[config.mk]
export PLATFORM = sky130hd
export DESIGN_NAME = reasm_ctrl
export DESIGN_NICKNAME = d
export VERILOG_FILES = /design/src/rtl/reasm_pkg.sv /design/src/rtl/reasm_pend_fifo.sv /design/src/rtl/reasm_slot.sv /design/src/rtl/reasm_ctrl.sv
export SDC_FILE = /design/constraint.sdc
export NUM_CORES = 1
export LEC_CHECK = 0
export BUFFER_PORTS_ARGS = -buffer_cell sky130_fd_sc_hd__buf_2
export CORE_MARGIN = 2
export CORE_UTILIZATION = 30
export DETAILED_ROUTE_END_ITERATION = 10
export PLACE_DENSITY_LB_ADDON = 0.25
export SKIP_LAST_GASP = 1
export SLEW_MARGIN = 20
export SYNTH_ARGS = -nofsm -noshare
export SYNTH_HDL_FRONTEND = slang
export SYNTH_SLANG_ARGS = --single-unit
export TNS_END_PERCENT = 50
[constraint.sdc]
create_clock -name clk -period 2.7 [get_ports clk]
set_input_delay 0.135 -clock clk [delete_from_list [all_inputs] [get_ports clk]]
set_output_delay 0.135 -clock clk [all_outputs]
set_load 0.01 [all_outputs]
[src/rtl/reasm_pkg.sv]
package reasm_pkg;

    typedef enum logic [1:0] {
        SL_FREE = 2'd0,
        SL_HELD = 2'd1,
        SL_FILL = 2'd2,
        SL_DONE = 2'd3
    } slot_st_e;

    // index of the lowest set bit (0 when none)
    function automatic int unsigned low_idx(input logic [63:0] v);
        int unsigned r;
        r = 0;
        for (int i = 63; i >= 0; i--) begin
            if (v[i]) r = i;
        end
        return r;
    endfunction

    // index of the highest set bit (0 when none)
    function automatic int unsigned high_idx(input logic [63:0] v);
        int unsigned r;
        r = 0;
        for (int i = 0; i < 64; i++) begin
            if (v[i]) r = i;
        end
        return r;
    endfunction

endpackage

[src/rtl/reasm_pend_fifo.sv]
module reasm_pend_fifo #(
    parameter int W     = 5,
    parameter int DEPTH = 4
) (
    input  logic         clk,
    input  logic         rst,
    input  logic         push,
    input  logic [W-1:0] push_data,
    input  logic         pop,
    input  logic [W-1:0] probe,
    output logic [W-1:0] head,
    output logic         empty,
    output logic         full,
    output logic         probe_hit
);
    localparam int PTR_W = (DEPTH > 1) ? $clog2(DEPTH) : 1;

    logic [W-1:0]     mem [DEPTH];
    logic [DEPTH-1:0] used;
    logic [PTR_W-1:0] wp, rp;

    function automatic logic [PTR_W-1:0] nxt(input logic [PTR_W-1:0] p);
        return (p == PTR_W'(DEPTH - 1)) ? '0 : p + 1'b1;
    endfunction

    assign empty = !used[rp];
    assign full  = used[wp];
    assign head  = mem[rp];

    always_comb begin
        probe_hit = 1'b0;
        for (int i = 0; i < DEPTH; i++) begin
            if (used[i] && mem[i] == probe) probe_hit = 1'b1;
        end
    end

    always_ff @(posedge clk) begin
        if (rst) begin
            used <= '0;
            wp   <= '0;
            rp   <= '0;
        end else begin
            if (pop) begin
                used[rp] <= 1'b0;
                rp       <= nxt(rp);
            end
            if (push) begin
                mem[wp]  <= push_data;
                used[wp] <= 1'b1;
                wp       <= nxt(wp);
            end
        end
    end

    AST_NO_OVERFLOW: assert property (@(posedge clk) disable iff (rst)
        push |-> (!full || pop));
    AST_NO_UNDERFLOW: assert property (@(posedge clk) disable iff (rst)
        pop |-> !empty);

endmodule

[src/rtl/reasm_slot.sv]
module reasm_slot
    import reasm_pkg::*;
#(
    parameter int KEY_W = 5,
    parameter int NFLIT = 4,
    parameter int SEQ_W = 2
) (
    input  logic             clk,
    input  logic             rst,
    input  logic             rel_en,
    input  logic             res_en,
    input  logic [KEY_W-1:0] res_key,
    input  logic             alloc_en,
    input  logic             upd_en,
    input  logic [KEY_W-1:0] flit_key,
    input  logic [SEQ_W-1:0] seq,
    output slot_st_e         st_o,
    output logic             match_o,
    output logic             acc_o,
    output logic             fin_o
);
    slot_st_e         st;
    logic [KEY_W-1:0] key;
    logic [NFLIT-1:0] mask, seq_bit, fill_nxt;
    logic             open_slot, full;

    assign seq_bit   = NFLIT'(1) << seq;
    assign fill_nxt  = (alloc_en ? '0 : mask) | seq_bit;
    assign full      = &fill_nxt;
    assign open_slot = (st == SL_HELD) || (st == SL_FILL);

    assign st_o    = st;
    assign match_o = (st != SL_FREE) && (key == flit_key);
    assign acc_o   = alloc_en || (upd_en && open_slot);
    assign fin_o   = acc_o && full;

    always_ff @(posedge clk) begin
        if (rst) begin
            st   <= SL_FREE;
            key  <= '0;
            mask <= '0;
        end else if (rel_en && st != SL_FREE) begin
            st   <= SL_FREE;
            mask <= '0;
        end else if (res_en) begin
            st   <= SL_HELD;
            key  <= res_key;
            mask <= '0;
        end else if (alloc_en) begin
            key  <= flit_key;
            mask <= fill_nxt;
            st   <= full ? SL_DONE : SL_FILL;
        end else if (upd_en && open_slot) begin
            mask <= fill_nxt;
            st   <= full ? SL_DONE : SL_FILL;
        end
    end

    AST_DONE_HOLD: assert property (@(posedge clk) disable iff (rst)
        (st == SL_DONE && !rel_en) |=> (st == SL_DONE));
    AST_HELD_KEEP: assert property (@(posedge clk) disable iff (rst)
        (st == SL_HELD && !rel_en && !upd_en) |=> (st == SL_HELD && $stable(key)));

endmodule

[src/rtl/reasm_ctrl.sv]
module reasm_ctrl
    import reasm_pkg::*;
#(
    parameter int NSLOT      = 2,
    parameter int NFLIT      = 4,
    parameter int SRC_W      = 3,
    parameter int REQ_W      = 2,
    parameter int PEND_DEPTH = 4,
    localparam int SEQ_W     = (NFLIT > 1) ? $clog2(NFLIT) : 1,
    localparam int SLOT_W    = (NSLOT > 1) ? $clog2(NSLOT) : 1
) (
    input  logic              clk,
    input  logic              rst,
    input  logic              flit_vld,
    input  logic [SRC_W-1:0]  flit_src,
    input  logic [REQ_W-1:0]  flit_req,
    input  logic [SEQ_W-1:0]  flit_seq,
    input  logic              rel_vld,
    input  logic [SLOT_W-1:0] rel_slot,
    output logic              nack_vld,
    output logic [SRC_W-1:0]  nack_src,
    output logic [REQ_W-1:0]  nack_req,
    output logic              rtx_vld,
    output logic [SRC_W-1:0]  rtx_src,
    output logic [REQ_W-1:0]  rtx_req,
    output logic [SLOT_W-1:0] rtx_slot,
    output logic              wr_vld,
    output logic [SLOT_W-1:0] wr_slot,
    output logic [SEQ_W-1:0]  wr_seq,
    output logic              done_vld,
    output logic [SLOT_W-1:0] done_slot
);
    localparam int KEY_W = SRC_W + REQ_W;

    logic [KEY_W-1:0]  flit_key, head_key;
    slot_st_e          st [NSLOT];
    logic [NSLOT-1:0]  match_v, acc_v, fin_v, free_v, rel_v, upd_v;
    logic [NSLOT-1:0]  res_v, alloc_v, avail_v;
    logic              pend_empty, pend_full, pend_hit;
    logic              res_go, new_pkt, alloc_go, drop_go;
    logic [SLOT_W-1:0] res_idx, alloc_idx, acc_idx, fin_idx;

    assign flit_key = {flit_src, flit_req};

    always_comb begin
        for (int i = 0; i < NSLOT; i++) begin
            free_v[i] = (st[i] == SL_FREE);
            rel_v[i]  = rel_vld && (rel_slot == SLOT_W'(i)) && (st[i] != SL_FREE);
            upd_v[i]  = flit_vld && match_v[i] && !rel_v[i];
        end
    end

    assign res_go    = !pend_empty && (|free_v);
    assign res_idx   = SLOT_W'(high_idx(64'(free_v)));
    assign res_v     = res_go ? (NSLOT'(1) << res_idx) : '0;
    assign avail_v   = free_v & ~res_v;
    assign alloc_idx = SLOT_W'(low_idx(64'(avail_v)));
    assign new_pkt   = flit_vld && !(|match_v) && !pend_hit;
    assign alloc_go  = new_pkt && (|avail_v);
    assign drop_go   = new_pkt && !(|avail_v);
    assign alloc_v   = alloc_go ? (NSLOT'(1) << alloc_idx) : '0;
    assign acc_idx   = SLOT_W'(low_idx(64'(acc_v)));
    assign fin_idx   = SLOT_W'(low_idx(64'(fin_v)));

    for (genvar g = 0; g < NSLOT; g++) begin : g_slot
        reasm_slot #(
            .KEY_W (KEY_W),
            .NFLIT (NFLIT),
            .SEQ_W (SEQ_W)
        ) u_slot (
            .clk      (clk),
            .rst      (rst),
            .rel_en   (rel_v[g]),
            .res_en   (res_v[g]),
            .res_key  (head_key),
            .alloc_en (alloc_v[g]),
            .upd_en   (upd_v[g]),
            .flit_key (flit_key),
            .seq      (flit_seq),
            .st_o     (st[g]),
            .match_o  (match_v[g]),
            .acc_o    (acc_v[g]),
            .fin_o    (fin_v[g])
        );
    end

    reasm_pend_fifo #(
        .W     (KEY_W),
        .DEPTH (PEND_DEPTH)
    ) u_pend (
        .clk       (clk),
        .rst       (rst),
        .push      (drop_go),
        .push_data (flit_key),
        .pop       (res_go),
        .probe     (flit_key),
        .head      (head_key),
        .empty     (pend_empty),
        .full      (pend_full),
        .probe_hit (pend_hit)
    );

    always_ff @(posedge clk) begin
        if (rst) begin
            nack_vld  <= 1'b0;
            nack_src  <= '0;
            nack_req  <= '0;
            rtx_vld   <= 1'b0;
            rtx_src   <= '0;
            rtx_req   <= '0;
            rtx_slot  <= '0;
            wr_vld    <= 1'b0;
            wr_slot   <= '0;
            wr_seq    <= '0;
            done_vld  <= 1'b0;
            done_slot <= '0;
        end else begin
            nack_vld  <= drop_go;
            nack_src  <= flit_src;
            nack_req  <= flit_req;
            rtx_vld   <= res_go;
            rtx_src   <= head_key[KEY_W-1:REQ_W];
            rtx_req   <= head_key[REQ_W-1:0];
            rtx_slot  <= res_idx;
            wr_vld    <= |acc_v;
            wr_slot   <= acc_idx;
            wr_seq    <= flit_seq;
            done_vld  <= |fin_v;
            done_slot <= fin_idx;
        end
    end

    AST_RTX_HELD: assert property (@(posedge clk) disable iff (rst)
        rtx_vld |-> (st[rtx_slot] == SL_HELD));
    AST_NACK_EXCL: assert property (@(posedge clk) disable iff (rst)
        !(nack_vld && wr_vld));
    AST_DONE_WR: assert property (@(posedge clk) disable iff (rst)
        done_vld |-> (wr_vld && wr_slot == done_slot));
    AST_ONE_ACC: assert property (@(posedge clk) disable iff (rst)
        $onehot0(acc_v));

endmodule

======== Word level (Yosys, flattened, before mapping) ========
Memories as Yosys holds them, arrays and structs flattened. A register that Yosys moved wholly into a read port is not among the register bits.
Cells that the tools add are included.
cells by class
  reductions and logical operators ........ 61
  magnitude comparators ................... 4
  add/sub/neg operators ................... 2
  bitwise gates (word level) .............. 10
  div/mod/pow operators ................... 0
  shift operators ......................... 3
  muxes and demuxes ....................... 45
  multiply operators ...................... 0
  equal/unequal tests ..................... 12
operator list
  operator                                                                             count
  4-bit two-way mux                                                                    9
  5-bit == test                                                                        6
  1-bit logical AND                                                                    27
  2-bit two-way mux                                                                    10
  5-bit two-way mux                                                                    4
  1-bit two-way mux                                                                    19
  2-bit OR reduction                                                                   9
  4-bit bitwise OR                                                                     3
  2-bit nonzero test                                                                   6
  2-bit == test, second input constant                                                 4
  4-bit AND reduction                                                                  2
  2-bit by 3-bit < comparator with 1-bit output, second input constant                 2
  3-bit nonzero test                                                                   2
  3-bit OR reduction                                                                   2
  1-bit zero test                                                                      5
  2-bit by 1-bit adder with 2-bit output, second input constant                        2
  4-bit AND                                                                            1
  1-bit demux with 2-bit select                                                        2
  2-bit by 1-bit == test with 1-bit output, second input constant                      2
  2-bit by 1-bit greater-or-equal comparator with 1-bit output, second input constant  2
  2-bit zero test                                                                      2
  1-bit logical OR                                                                     4
  4-bit inverter                                                                       1
  2-bit AND reduction                                                                  2
  6 further kinds                                                                      9
word-level totals
  bits in latches ......................... 0
  register bits ........................... 49
  bits in read-only memories .............. 0
  memories ................................ 1
  logic and storage cells ................. 161
  bits of input ports ..................... 12
  RAM bits ................................ 20
memory list
  name        depth  width  read ports  clocked after Yosys merged registers in  write ports  RTL line               text
  u_pend.mem  4      5      5           1                                        1            reasm_pend_fifo.sv:18  logic [W-1:0] mem [DEPTH];

======== Depth between registers and ports, before layout ========
An unclocked memory read counts as a cell.
  depth after elaboration ................. 18
  gate-level depth with buffers ........... 9
  mapped depth without buffers ............ 8

======== By module ========
Synthesis repeated with hierarchy kept, for this count alone.
second synthesis, totals
  cells, all modules ...................... 309
  area total of the unflattened synthesis .. 3296.9 µm²
modules (own cells, without submodules)
  module           cells each  area each (µm²)  instances
  reasm_pend_fifo  105         1463.9           1
  reasm_slot       71          603.1            2
  reasm_ctrl       62          626.9            1

======== Worst setup path before layout ========
No wires, ideal clock.
  path type ............................... register to register
  from .................................... register g_slot[0].u_slot.st[0]
  to ...................................... memory u_pend.mem[0][0] (enable)
  clock period less this slack ............ 2.013 ns
  slack ................................... 0.687 ns
  arrival ................................. 1.752 ns
  data required time ...................... 2.439 ns
  setup time .............................. 0.261 ns
  cell stages (with the launch flop) ...... 10
  path buffers ............................ 2
  cell sequence ........................... dfxtp_1 inv_1 ha_1 nor4_1 nand3_1 and3_1 buf_2 o2111ai_1 buf_2 nor2_1
between the ends
  longest elaborated chain between the ends .. 12
  elaborated cells between the ends (all ways) .. 18
ends and longest elaborated chain
  what                                       RTL line               text
  from (decl)                                reasm_slot.sv:22       slot_st_e st;
  from (signal assigned)                     reasm_slot.sv:52       st <= full ? SL_DONE : SL_FILL;
  from (signal assigned)                     reasm_slot.sv:55       st <= full ? SL_DONE : SL_FILL;
  2-bit zero test                            reasm_ctrl.sv:47       free_v[i] = (st[i] == SL_FREE);
  2-bit OR reduction                         reasm_ctrl.sv:53       assign res_go = !pend_empty && (|free_v);
  1-bit logical AND                          reasm_ctrl.sv:53
  2-bit two-way mux                          reasm_ctrl.sv:55       assign res_v = res_go ? (NSLOT'(1) << res_idx) : '0;
  2-bit inverter                             reasm_ctrl.sv:56       assign avail_v = free_v & ~res_v;
  2-bit AND                                  reasm_ctrl.sv:56
  2-bit OR reduction                         reasm_ctrl.sv:60       assign drop_go = new_pkt && !(|avail_v);
  1-bit zero test                            reasm_ctrl.sv:60
  1-bit logical AND *                        reasm_ctrl.sv:60
  1-bit two-way mux *                        reasm_pend_fifo.sv:47  if (push) begin
  1-bit two-way mux *                        reasm_pend_fifo.sv:38  if (rst) begin
  1-bit two-way mux (not written as such) *  reasm_pend_fifo.sv:48  mem[wp] <= push_data;
  to (decl)                                  reasm_pend_fifo.sv:18
Every way passes the cells marked *; elsewhere a longest branch is shown, timed or not.

======== Worst setup path in the final report ========
  from .................................... register g_slot[1].u_slot.st[0]
  to ...................................... memory u_pend.mem[0][2] (enable)
between the ends
  longest elaborated chain between the ends .. 12
  elaborated cells between the ends (all ways) .. 20
ends and longest elaborated chain
  what                                         RTL line               text
  from (decl)                                  reasm_slot.sv:22
  from (signal assigned)                       reasm_slot.sv:52
  from (signal assigned)                       reasm_slot.sv:55
  2-bit zero test                              reasm_ctrl.sv:47
  1-bit two-way mux                            reasm_pkg.sv:25        if (v[i]) r = i;
  named net res_idx                            reasm_ctrl.sv:41       logic [SLOT_W-1:0] res_idx, alloc_idx, acc_idx, fin_idx;
  1-bit by 1-bit << shifter with 2-bit output  reasm_ctrl.sv:55
  2-bit two-way mux                            reasm_ctrl.sv:55
  2-bit inverter                               reasm_ctrl.sv:56
  2-bit AND                                    reasm_ctrl.sv:56
  2-bit OR reduction                           reasm_ctrl.sv:60
  1-bit zero test                              reasm_ctrl.sv:60
  1-bit logical AND                            reasm_ctrl.sv:60
  1-bit two-way mux                            reasm_pend_fifo.sv:47
  1-bit two-way mux                            reasm_pend_fifo.sv:38
  1-bit two-way mux (not written as such)      reasm_pend_fifo.sv:48
The timed path passes the listed nets, and every way through them passes these cells.

==> impl_metrics.csv <==
group,metric,value,unit
status,outcome,"completed",
floorplan,io_pins,31,
synth,yosys.area_share.xor_xnor,0.0754,
setup_path,rr_worst_depth,9,
pwr,switchingPower,0.000627,W
clock_tree,cts.sinks,71,
setup_path,r2r-start,"g_slot[1].u_slot.st_o[0]",
drt,vias_per_cell,4.92,
setup_path,cp.arrival,2410,ps
timing,tns,0,ps
setup_path,worst_setup_path_end_kind,"register",
setup_path,ff2ff_setup_slack,350,ps
cells_and_area,nFillCells,1158,
timing,period_share,0.871,
global_route,track_usage,0.142,
hold_path,hold_class,"input port to register",
drt,wl_met1,3830,um
cells_and_area,stdcell_count,513,
clock_tree,cts_root_buffer,"clkbuf_16",
clock_tree,cts-resized-gates,0,
synth,synth-edff-count,20,
setup_path,crit_required,2760,ps
cells_and_area,area_growth,18.0,%
drt,wl_met2,4100,um
cells_and_area,diodes,0,
hold_path,whs_path_depth,2,
cells_and_area,multi_input_area,1690,sq um
synth,ys.flop_type,"dfxtp_1",
floorplan,core,11400,sq um
drt,avgRoutedWirePerCell,16.3,um
pwr,seq_power_share,0.438,
synth,synthAdderAreaFrac,0.0359,
place,numPortBuffers,30,
timing,max_freq,425,MHz
synth,yosys.area_share.simple,0.177,
synth,synth_compound_area_frac,0.136,
global_route,grt.overflow.total,0,
timing,rsz0062_at_grt,"no",
global_route,grt_first_pass_wirelength,13600,um
global_route,antenna_found_initial,0,
drt,postRouteAntennaNets,0,
synth,seq_area_frac_synth,0.466,
timing,slew_headroom,0.557,
clock_tree,tritoncts,"yes",
setup_path,crit_fanout,8,
timing,skew,4.11,ps
pwr,internal-power,0.00201,W
hold_path,hold_start,"flit_seq[1]",
floorplan,initial_utilization,0.306,
pwr,powerDensity,642,nW/um^2
timing,finalHoldViolations,0,
synth,syn_inst,330,
pwr,power_leakage,1.52,nW
clock_tree,cts_max_level,3,
pwr,peakVddDrop,0.510,mV
synth,yosysWarnings,0,
drt,drt_iter0_markers,183,
pwr,p_clk_frac,0.457,
clock_tree,postCtsHoldBufs,0,
synth,ys_async_sr_fraction,0,
floorplan,die_h,112,um
floorplan,die_width,112,um
timing,period_needed,2350,ps
synth,syn_nets,352,
job,cap_violations,0,
clock_tree,cts_setup_buffers,0,
global_route,grt_max_degree,28,
drt,drt-pass1-iter-count,4,
timing,setup_violations,0,
drt,wl_met3,310,um
floorplan,design.die.area,12500,sq um
place,routabilityCongestion,0.873,
floorplan,std_cell_rows,39,
clock_tree,clock_path_buffers,2,
setup_path,worstReg2RegEnd,"u_pend.mem[0][2]",
synth,synth_cell_types,47,
drt,drt_wl_total,8380,um
drt,routed.top_layer,"met4",
place,hpwlAfterDp,6140,um
synth,synth_most_common_cell,"dfxtp_1",
clock_tree,clkTransAtPathRegs,50,ps
setup_path,setup.worst_path.start_class,"register",
global_route,grt_pass1_vias,2590,
synth,synth_top_area_frac,0.293,
timing,slew_viol_final,0,
pwr,switching_share,0.238,
synth,synth_top_family_by_area,"simple AND/OR/NAND/NOR gates",
clock_tree,numCtsBuffers,9,
synth,synthTopCellsByArea,"dfxtp_1 (29%), edfxtp_1 (17%), xor2_1 (4.8%), nor2_1 (4.2%), a2111oi_4 (4.0%)",
clock_tree,clock_latency,340,ps
drt,drc,0,
pwr,pwr-share-comb,0.104,
cells_and_area,drive_above_1_share,0.203,
cells_and_area,num-nets-final,387,
synth,syn_area_per_cell,10.6,sq um
cells_and_area,register_area,1620,sq um
synth,yosysTopAreaCell,"dfxtp_1",
synth,synth_mux_area_frac,0.0589,
timing,worstMarginPinSlew,665,ps
hold_path,hold_end,"wr_seq[1]",
place,placedCellCount,497,
synth,netlist_area,3480,sq um
drt,dr_total_vias,2525,
synth,yosys-top-cells-count,"dfxtp_1 (51), nor2_1 (39), edfxtp_1 (20)",
synth,ys_ff_latch,71,
setup_path,crit_type,"register to register",
## through the flow
stage	power, W	setup WS (ps)	util	hold slack, ps	area (sq um)
2_1_floorplan	0.00138	687	-	234	3480
3_3_place_gp	0.00145	310	0.334	449	3800
3_5_place_dp	0.00146	336	0.334	455	3800
4_1_cts	0.00267	326	0.362	122	4110
5_1_grt	0.00275	25.7	0.362	131	4110
6_report	0.00264	349	0.362	135	4110
## kinds of logic after synthesis
group / count (synthesis)
AO/OA/AOI/OAI: 51
XOR/XNOR: 30
AND/OR/NAND/NOR: 119
buffers and inverters: 35
adder cells (fa/ha/maj): 10
flip-flops: 71
multiplexers: 14
## power by group through the flow
stage	clock (W)	combinational (W)	sequential, W
floorplan	0	0.000196	0.00118
global placement	0	0.000273	0.00118
detailed placement	0	0.000275	0.00118
CTS	0.00124	0.000276	0.00116
global route	0.00129	0.000303	0.00116
finish	0.00121	0.000275	0.00116
## state kept, by name, summed over array words and instances (netlist names), named ones only
register and flops:
wr_vld 1, wr_slot 1, g_slot.u_slot.st_o 4, done_slot 1
u_pend.rp 2, nack_req 2, rtx_vld 1, wr_seq 2
u_pend.used 4, nack_vld 1, rtx_req 2, done_vld 1
u_pend.wp 2, rtx_slot 1, rtx_src 3, g_slot.u_slot.mask 8
u_pend.mem 20, nack_src 3, g_slot.u_slot.key 10
## critical path, cell delays in order, from the launching register on
cell and delay (ps):
dfxtp_1 290, inv_1 60, ha_1 290, inv_1 210
nand2_1 140, o21ai_1 170, nor3_1 170, o2111ai_1 360
nor2_1 210, buf_4 160
## routing by layer
metal	track usage	vias up
li1	-	1245
met1	0.172	1226
met2	0.239	44
met3	0.0403	10
met4	0.0543	0
met5	0	-
## cells in the final DEF, fill, tap and decap left out, types with 4 or more instances in the layout
master,synthesis,layout
dfxtp_1,51,51
nor2_1,39,39
buf_2,3,30
edfxtp_1,20,20
xor2_1,19,19
inv_1,17,17
nand2_1,17,17
nor3_1,15,15
xnor2_1,11,11
buf_4,1,11
o21ai_0,10,10
ha_1,10,10
clkbuf_16,0,10
nand2b_1,9,9
nor2b_1,9,9
mux2i_1,7,7
nor4_1,6,6
o22ai_1,6,6
nand3_1,5,5
mux4_2,5,5
a21oi_1,5,5
a2111oi_1,5,5
a2111oi_4,5,5
a32o_1,4,4
## worst max-delay path by stage
| stage | startpoint | end | slack, ps | depth (start not counted) |
|---|---|---|---|---|
| after floorplan | g_slot[0].u_slot.st_o[0] | u_pend.mem[0][0] | 690 | 9 |
| after global placement | g_slot[1].u_slot.st_o[0] | u_pend.mem[0][1] | 310 | 9 |
| after detailed placement | flit_req[1] | u_pend.mem[3][0] | 340 | 8 |
| after CTS | g_slot[1].u_slot.st_o[0] | u_pend.mem[0][2] | 330 | 9 |
| after global routing | g_slot[1].u_slot.st_o[1] | u_pend.mem[0][2] | 30 | 9 |
| final | g_slot[1].u_slot.st_o[0] | u_pend.mem[0][2] | 350 | 9 |
## layout make-up
type                            instances  area share
Tap cell                              143      0.0435
Clock buffer                           10      0.0609
Timing Repair Buffer                   42      0.0615
Inverter                               17      0.0155
Multi-Input combinational cell        224       0.410
Sequential cell                        71       0.395
Clock inverter                          6      0.0140
(Power assumes the default switching activity.)
